File: src/rtl/cbi_pkg.sv
package cbi_pkg;
  localparam int STATUS_W  = 5;
  localparam int ST_INIT   = 0;
  localparam int ST_OBSERVE = 1;

  typedef enum logic [1:0] {PH_BOOT, PH_IDCHK, PH_PASSES, PH_OBSERVE} phase_e;
  typedef enum logic [1:0] {PL_IDLE, PL_REQ, PL_RSP, PL_GAP} poll_e;
  typedef enum logic [1:0] {PS_IDLE, PS_START, PS_WAIT} step_e;
endpackage

File: src/rtl/cbi_grant_sync.sv
module cbi_grant_sync #(
  parameter int STAGES = 2
) (
  input  logic clk,
  input  logic rst,
  input  logic d_async,
  output logic q
);
  logic [STAGES-1:0] chain;

  always_ff @(posedge clk) begin
    if (rst) chain <= '0;
    else     chain <= {chain[STAGES-2:0], d_async};
  end

  assign q = chain[STAGES-1];

  // each stage copies its predecessor one edge later
  for (genvar i = 1; i < STAGES; i++) begin : g_stage_chk
    a_r2_stage_shift: assert property (@(posedge clk) disable iff (rst)
      chain[i] == $past(chain[i-1]));
  end
endmodule

File: src/rtl/cbi_id_poller.sv
module cbi_id_poller import cbi_pkg::*; #(
  parameter int              ID_W      = 32,
  parameter logic [ID_W-1:0] ID_EXPECT = 32'h0000_0093,
  parameter logic [ID_W-1:0] ID_MASK   = 32'h0000_0FFF,
  parameter int              GAP_W     = 8
) (
  input  logic             clk,
  input  logic             rst,
  input  logic             go,
  input  logic [GAP_W-1:0] gap,
  output logic             req_valid,
  input  logic             req_ready,
  input  logic             rsp_valid,
  output logic             rsp_ready,
  input  logic [ID_W-1:0]  rsp_data,
  output logic             found
);
  localparam logic [ID_W-1:0] KEY = ID_EXPECT & ID_MASK;

  poll_e            st;
  logic [GAP_W-1:0] cnt;
  logic             hit;

  assign hit       = (rsp_data & ID_MASK) == KEY;
  assign req_valid = (st == PL_REQ);
  assign rsp_ready = (st == PL_RSP);
  assign found     = rsp_valid && rsp_ready && hit;

  always_ff @(posedge clk) begin
    if (rst) begin
      st  <= PL_IDLE;
      cnt <= '0;
    end else begin
      case (st)
        PL_IDLE: if (go) st <= PL_REQ;
        PL_REQ:  if (req_ready) st <= PL_RSP;
        PL_RSP: begin
          if (rsp_valid) begin
            if (hit)            st <= PL_IDLE;
            else if (gap == '0) st <= PL_REQ;
            else begin
              st  <= PL_GAP;
              cnt <= gap - GAP_W'(1);
            end
          end
        end
        PL_GAP: begin
          if (cnt == '0) st <= PL_REQ;
          else           cnt <= cnt - GAP_W'(1);
        end
        default: st <= PL_IDLE;
      endcase
    end
  end

  a_r5_req_held: assert property (@(posedge clk) disable iff (rst)
    (req_valid && !req_ready) |=> req_valid);

  a_r5_req_then_rsp: assert property (@(posedge clk) disable iff (rst)
    (req_valid && req_ready) |=> (rsp_ready && !req_valid));

  a_r7_found_stops: assert property (@(posedge clk) disable iff (rst)
    found |=> (!req_valid && !rsp_ready));
endmodule

File: src/rtl/cbi_pass_stepper.sv
module cbi_pass_stepper import cbi_pkg::*; #(
  parameter int PASS_W = 2
) (
  input  logic              clk,
  input  logic              rst,
  input  logic              go,
  input  logic [PASS_W-1:0] last_idx,
  input  logic              pass_done,
  output logic              pass_start,
  output logic [PASS_W-1:0] pass_idx,
  output logic              finished
);
  step_e             st;
  logic [PASS_W-1:0] idx;

  assign pass_start = (st == PS_START);
  assign pass_idx   = idx;
  assign finished   = (st == PS_WAIT) && pass_done && (idx == last_idx);

  always_ff @(posedge clk) begin
    if (rst) begin
      st  <= PS_IDLE;
      idx <= '0;
    end else begin
      case (st)
        PS_IDLE: if (go) begin
          idx <= '0;
          st  <= PS_START;
        end
        PS_START: st <= PS_WAIT;
        PS_WAIT: if (pass_done) begin
          if (idx == last_idx) st <= PS_IDLE;
          else begin
            idx <= idx + PASS_W'(1);
            st  <= PS_START;
          end
        end
        default: st <= PS_IDLE;
      endcase
    end
  end

  a_r8_start_single: assert property (@(posedge clk) disable iff (rst)
    pass_start |=> !pass_start);

  a_r8_idx_advance: assert property (@(posedge clk) disable iff (rst)
    (pass_start && $past(st == PS_WAIT)) |-> (pass_idx == PASS_W'($past(pass_idx) + 1'b1)));

  a_r9_idx_bound: assert property (@(posedge clk) disable iff (rst)
    pass_start |-> (pass_idx <= last_idx));
endmodule

File: src/rtl/cfg_scrub_init_seq.sv
module cfg_scrub_init_seq import cbi_pkg::*; #(
  parameter int              ID_W            = 32,
  parameter logic [ID_W-1:0] ID_EXPECT       = 32'h0000_0093,
  parameter logic [ID_W-1:0] ID_MASK         = 32'h0000_0FFF,
  parameter int              GAP_W           = 8,
  parameter int              PASS_W          = 2,
  parameter int              NUM_BASE_PASSES = 3,
  parameter int              SYNC_STAGES     = 2
) (
  input  logic                clk,
  input  logic                rst,
  input  logic                grant_async,
  input  logic                enh_repair,
  input  logic [GAP_W-1:0]    poll_gap,
  output logic                id_req_valid,
  input  logic                id_req_ready,
  input  logic                id_rsp_valid,
  output logic                id_rsp_ready,
  input  logic [ID_W-1:0]     id_rsp_data,
  output logic                pass_start,
  output logic [PASS_W-1:0]   pass_idx,
  input  logic                pass_done,
  output logic                report_req,
  output logic [STATUS_W-1:0] status
);
  localparam logic [PASS_W-1:0] BASE_LAST = PASS_W'(NUM_BASE_PASSES - 1);
  localparam logic [PASS_W-1:0] FULL_LAST = PASS_W'(NUM_BASE_PASSES);

  phase_e            phase;
  logic              grant_s;
  logic              repair_q;
  logic              go_id;
  logic              id_found;
  logic              all_done;
  logic [PASS_W-1:0] last_idx;

  cbi_grant_sync #(.STAGES(SYNC_STAGES)) u_sync (
    .clk     (clk),
    .rst     (rst),
    .d_async (grant_async),
    .q       (grant_s)
  );

  // entering initialization latches the grant and the repair mode
  assign go_id    = (phase == PH_BOOT) && grant_s;
  assign last_idx = repair_q ? FULL_LAST : BASE_LAST;

  cbi_id_poller #(
    .ID_W      (ID_W),
    .ID_EXPECT (ID_EXPECT),
    .ID_MASK   (ID_MASK),
    .GAP_W     (GAP_W)
  ) u_poll (
    .clk       (clk),
    .rst       (rst),
    .go        (go_id),
    .gap       (poll_gap),
    .req_valid (id_req_valid),
    .req_ready (id_req_ready),
    .rsp_valid (id_rsp_valid),
    .rsp_ready (id_rsp_ready),
    .rsp_data  (id_rsp_data),
    .found     (id_found)
  );

  cbi_pass_stepper #(.PASS_W(PASS_W)) u_step (
    .clk        (clk),
    .rst        (rst),
    .go         (id_found),
    .last_idx   (last_idx),
    .pass_done  (pass_done),
    .pass_start (pass_start),
    .pass_idx   (pass_idx),
    .finished   (all_done)
  );

  always_ff @(posedge clk) begin
    if (rst) begin
      phase      <= PH_BOOT;
      repair_q   <= 1'b0;
      report_req <= 1'b0;
    end else begin
      report_req <= go_id;
      case (phase)
        PH_BOOT: if (go_id) begin
          phase    <= PH_IDCHK;
          repair_q <= enh_repair;
        end
        PH_IDCHK:   if (id_found) phase <= PH_PASSES;
        PH_PASSES:  if (all_done) phase <= PH_OBSERVE;
        PH_OBSERVE: phase <= PH_OBSERVE;
        default:    phase <= PH_BOOT;
      endcase
    end
  end

  always_comb begin
    status              = '0;
    status[ST_INIT]     = (phase == PH_IDCHK) || (phase == PH_PASSES);
    status[ST_OBSERVE]  = (phase == PH_OBSERVE);
  end

  a_r1_boot_quiet: assert property (@(posedge clk) disable iff (rst)
    (status == '0) |-> (!id_req_valid && !pass_start));

  a_r3_init_kept: assert property (@(posedge clk) disable iff (rst)
    status[ST_INIT] |=> (status[ST_INIT] || status[ST_OBSERVE]));

  a_r4_report_first: assert property (@(posedge clk) disable iff (rst)
    report_req |-> (status[ST_INIT] && $past(status == '0)));

  a_r10_observe_sticky: assert property (@(posedge clk) disable iff (rst)
    status[ST_OBSERVE] |=> (status[ST_OBSERVE] && !status[ST_INIT]));
endmodule

File: config.mk
export PLATFORM = sky130hd
export DESIGN_NAME = cfg_scrub_init_seq
export DESIGN_NICKNAME = d
export VERILOG_FILES = /design/src/rtl/cbi_pkg.sv /design/src/rtl/cbi_grant_sync.sv /design/src/rtl/cbi_id_poller.sv /design/src/rtl/cbi_pass_stepper.sv /design/src/rtl/cfg_scrub_init_seq.sv
export SDC_FILE = /design/constraint.sdc
export NUM_CORES = 1
export LEC_CHECK = 0
export BUFFER_PORTS_ARGS = -buffer_cell sky130_fd_sc_hd__buf_2
export CAP_MARGIN = 20
export CORE_MARGIN = 2
export CORE_UTILIZATION = 27
export DETAILED_ROUTE_END_ITERATION = 7
export GPL_ROUTABILITY_DRIVEN = 0
export SLEW_MARGIN = 20
export SYNTH_ARGS = -nofsm -noshare
export SYNTH_HDL_FRONTEND = slang
export SYNTH_HIERARCHICAL = 1
export SYNTH_SLANG_ARGS = --single-unit
File: constraint.sdc
create_clock -name clk -period 2.4 [get_ports clk]
set_input_delay 0.12 -clock clk [delete_from_list [all_inputs] [get_ports clk]]
set_output_delay 0.12 -clock clk [all_outputs]
set_load 0.05 [all_outputs]
# Word level (Yosys, flattened, before mapping)
# Cells that the tools add are included.
dict set report op_classes {
  eq_ne 23
  reduce_logical 19
  muxes 24
  addsub 3
}
# operator count
set ops {}
lappend ops {{$mux 8} 4}
lappend ops {{$mux 2} 13}
lappend ops {{$ne 2x2->1 const B} 11}
lappend ops {{$logic_not 8->1} 2}
lappend ops {{$pmux 2 s4} 2}
lappend ops {{$pmux 8 s2} 1}
lappend ops {{$sub 8x1->8 const B} 2}
lappend ops {{$eq 12x8->1 const B} 1}
lappend ops {{$eq 2x2->1 const B} 5}
lappend ops {{$reduce_and 4->1} 2}
lappend ops {{$eq 2x1->1 const B} 3}
lappend ops {{$logic_not 2->1} 3}
lappend ops {{$pmux 2 s3} 1}
lappend ops {{$logic_and 1x1->1} 5}
lappend ops {{$reduce_and 5->1} 1}
lappend ops {{$ne 2x1->1 const B} 2}
lappend ops {{$pmux 2 s2} 1}
lappend ops {{$reduce_and 2->1} 2}
lappend ops {{$reduce_bool 2->1} 2}
lappend ops {{$reduce_and 3->1} 1}
lappend ops {{$add 2x1->2 const B} 1}
lappend ops {{$eq 2x2->1} 1}
lappend ops {{$mux 1} 2}
lappend ops {{$logic_or 1x1->1} 1}
dict set report totals {
  elab_cells 77
  inputBits 47
  register_bits 20
}

# Longest topological paths before layout
dict set report depth {
  word_depth 5
  mapped_depth 9
}

# By module
# The synthesis kept the hierarchy.
# module instances cells_each seq_area_each_um2 area_per_inst_um2
set modules_own_cells {}
lappend modules_own_cells {cbi_id_poller 1 126 200.2 1018.5}
lappend modules_own_cells {cfg_scrub_init_seq 1 32 80.1 290.3}
lappend modules_own_cells {cbi_pass_stepper 1 27 80.1 210.2}
lappend modules_own_cells {cbi_grant_sync 1 4 40.0 52.6}

# Worst setup path before layout
# OpenSTA, ideal clock, no wires.
dict set report synth_timing {
  path_kind {register -> register}
  start {register u_poll.st[0]}
  end {register u_poll.cnt[6]}
  arrival_time_ps 2197
  stages_incl_launch_ff 10
  slack_ps 68
  setup_ps 135
  period_less_slack_ps 2332
  cell_sequence {dfxtp_1 > ha_1 > buf_2 > buf_1 > mux2i_1 > ha_1 > o211ai_1 > mux2_2 > o31ai_1 > a21oi_1}
}
dict set report synth_via {
  elab_chain_cells 3
  word_cells_on_any_way 9
  cone_classes {6 x eq/ne; 1 x mux; 2 x reduce/logical}
}
# element line
set synth_lines {}
lappend synth_lines {{from (decl)} cbi_id_poller.sv:20} ;# poll_e st;
lappend synth_lines {{from (signal assigned)} cbi_id_poller.sv:31} ;# st <= PL_IDLE;
lappend synth_lines {{from (signal assigned)} cbi_id_poller.sv:35} ;# PL_IDLE: if (go) st <= PL_REQ;
lappend synth_lines {{from (signal assigned)} cbi_id_poller.sv:36} ;# PL_REQ: if (req_ready) st <= PL_RSP;
lappend synth_lines {{$eq 2x2->1} cbi_id_poller.sv:34} ;# case (st)
lappend synth_lines {{$ne 2x2->1 (no source line) / $reduce_bool 2->1 (equally long branches)} --}
lappend synth_lines {{$reduce_and 5->1 (no source line)} --}
lappend synth_lines {{to (signal assigned)} cbi_id_poller.sv:43} ;# cnt <= gap - GAP_W'(1);
lappend synth_lines {{to (signal assigned)} cbi_id_poller.sv:49} ;# else cnt <= cnt - GAP_W'(1);
lappend synth_lines {{to (decl)} cbi_id_poller.sv:21} ;# logic [GAP_W-1:0] cnt;
# Several ways; a longest one is shown, not always the timed one.
# A chain may end at the register's enable or synchronous reset.

# Worst setup path in the final report
# Same ends and word-level chain as after synthesis.

==> results.sh <==
export IMPL_hold_worst_slack_ps=70.6
export IMPL_reg2regPathDepth=7
export IMPL_status="completed"
export IMPL_utilization=0.341
export IMPL_synth_seq_cells=20
export IMPL_grt_max_degree=25
export IMPL_fp_dieW_um=80.3
export IMPL_layout_drive_gt1_share=0.274
export IMPL_maxSlewViolCount=0
export IMPL_synth_edf_count=0
export IMPL_grt_overflow_total=0
export IMPL_synth_top_cells_by_count="23 x nor2_1, 20 x dfxtp_1, 15 x inv_1, 10 x a21oi_1, 10 x ha_1"
export IMPL_ant_nets=0
export IMPL_drv_cap=0
export IMPL_first_global_vias=1353
export IMPL_yosysUniqueCellTypes=61
export IMPL_cts_buffers=3
export IMPL_drt_pre_antenna_iters=4
export IMPL_num_rows=27
export IMPL_portBuffers=34
export IMPL_gr_usage_all_layers=0.121
export IMPL_start_util=0.282
export IMPL_maxSlewHeadroom=0.667
export IMPL_synth_area_leaders="dfxtp_1 25%, ha_1 8.0%, nor2_1 5.5%"
export IMPL_core_area_um2=5570
export IMPL_clockBufferDepth=2
export IMPL_cts_num_sinks=20
export IMPL_wl_um=3710
export IMPL_worstHoldPathType="in2reg"
export IMPL_drtIter0Drc=118
export IMPL_viasPerCell=4.86
export IMPL_cts_root_buffer="clkbuf_8"
export IMPL_fin_nets=284
export IMPL_synthCells=189
export IMPL_die_area_um2=6450
export IMPL_endpoint_kind="flip-flop"
export IMPL_grt_setup_unrepaired="false"
export IMPL_synth_area_per_cell_um2=8.31
export IMPL_power_density_nw_per_um2=533
export IMPL_final_min_clock_period_ps=2160
export IMPL_ioPinCount=58
export IMPL_ys_seq_area_frac=0.255
export IMPL_clock_latency_ps=250
export IMPL_async_flop_share=0
export IMPL_cp_max_fo=5
export IMPL_grt_antenna_before_repair=0
export IMPL_vias=1447
export IMPL_syn_area_um2=1570
export IMPL_die_y_um=80.3
export IMPL_n_antenna_cell=0
export IMPL_leakagePower_uw=0.000780
export IMPL_cp_data_required_time_ps=2530
export IMPL_yosys_warnings=6
export IMPL_timing_fmax_mhz=463
export IMPL_grt_pass1_wl_um=6220
export IMPL_synthToLayoutAreaGrowth_pct=20.9
export IMPL_hold_path_depth=2
export IMPL_worst_setup_path_start_kind="flip-flop"
export IMPL_ctsResizeCount=0
export IMPL_fin_tns_setup_ps=0
export IMPL_route_detailed_drc=0
export IMPL_ctsHoldBuffers=0
export IMPL_ir_drop_mv=0.398
export IMPL_post_synth_top_count_cell="nor2_1"
export IMPL_path_clk_slew_ps=70
export IMPL_skew_ps=1.56
export IMPL_wl_per_cell_um=12.5
export IMPL_place_hpwl_um=2870
export IMPL_num_fill_cells=589
export IMPL_finalSetupViolCount=0
export IMPL_criticalPathCategory="reg2reg"
export IMPL_cts_setup_buffers=0
export IMPL_synth_top_area_cell="dfxtp_1"
export IMPL_synth_ff_type="dfxtp_1"
export IMPL_hold_viol_final=0
export IMPL_synth_top_area_share=0.255
export IMPL_h_tree_depth=1
export IMPL_worstPathArrival_ps=2290
export IMPL_worst_pin_slew_ps=497
export IMPL_fin_crit_sh=0.900
export IMPL_cts_tree="built"
[state kept, by name, indices dropped and copies added, names as in the netlist]
signal           cells
report_req           1
u_sync/chain         2
u_poll/cnt           8
u_poll/st            2
phase                2
u_step/pass_idx      2
repair_q             1
u_step/st            2
[logic make-up (layout without fill, tap and decap cells)]
group | after synthesis | count (layout) | synth area share
adders and majority gates | 10 | 10 | 0.0796
DFF | 20 | 20 | 0.255
buffers and inverters | 24 | 59 | 0.0661
AOI/OAI and AO/OA | 44 | 44 | 0.229
muxes | 13 | 13 | 0.0916
xor gates and xnor gates | 2 | 2 | 0.0111
other | 2 | 4 | 0.00478
and+or+nand+nor | 74 | 74 | 0.264
[through the flow]
step / worst slack [ps] / instances / power [uW] / cell area (um^2)
2_1_floorplan: 68.3 / 191 / 692 / 1580
3_3_place_gp: 201 / 294 / 765 / 1840
3_5_place_dp: 187 / 294 / 771 / 1840
4_1_cts: 170 / 298 / 1030 / 1900
5_1_grt: 50.1 / 298 / 1080 / 1900
6_report: 241 / 298 / 1010 / 1900
[layer usage]
metal  routed length [um]  GRT usage  up-vias  part of all wire
met1                 1790      0.158      653              0.48
met4                   15     0.0271        0            0.0040
met3                  178     0.0326        2             0.048
li1                     -          -      760                 -
met2                 1720      0.197       32              0.46
met5                    0          0        -                 0
[layout by cell type, fill, tap and decap left out, drive strengths merged, types with 2 or more instances in the layout]
| cell | count |
|---|---|
| a21oi | 12 |
| and3 | 2 |
| buf | 38 |
| clkbuf | 4 |
| conb | 4 |
| dfxtp | 20 |
| ha | 10 |
| inv | 16 |
| mux2 | 5 |
| mux2i | 8 |
| nand2 | 6 |
| nand2b | 3 |
| nand3 | 5 |
| nand4 | 2 |
| nor2 | 23 |
| nor2b | 4 |
| nor3 | 7 |
| nor3b | 3 |
| nor4 | 3 |
| o21a | 2 |
| o21ai | 6 |
| o22ai | 2 |
| o311ai | 2 |
| o31ai | 5 |
| o41ai | 3 |
| or2 | 3 |
| or3 | 5 |
| xnor2 | 2 |
[path summary, 6_finish.rpt]
check	startpoint	end	slack (ps)
min	grant_async	u_sync/chain[0]	70
max	u_poll/st[0]	u_poll/cnt[6]	240
min reg2reg	u_sync/chain[0]	u_sync/chain[1]	440
max reg2reg	u_poll/st[0]	u_poll/cnt[6]	240
[cell type report]
type,instances,area [um^2],share of cell area
multi-input cells,147,1080,0.567
flip-flops and latches,20,400,0.211
repair buffers,38,213,0.112
well taps,72,90.1,0.0474
inverters,17,63.8,0.0336
clock buffers,4,55.1,0.0290
[critical path, stage by stage, from the launching register on]
cell,delay [ps]
dfxtp_1,390
ha_2,320
mux2i_1,260
ha_1,300
o211ai_1,170
mux2_2,300
o31ai_1,190
a21oi_1,90
[power breakdown]
| part | internal, uW | switching [uW] | leakage (uW) |
|---|---|---|---|
| clock | 146 | 108 | 0.0000288 |
| sequential | 355 | 23.2 | 0.000162 |
| combinational | 150 | 230 | 0.000589 |
Note: power is estimated with default switching activity, not from simulation.
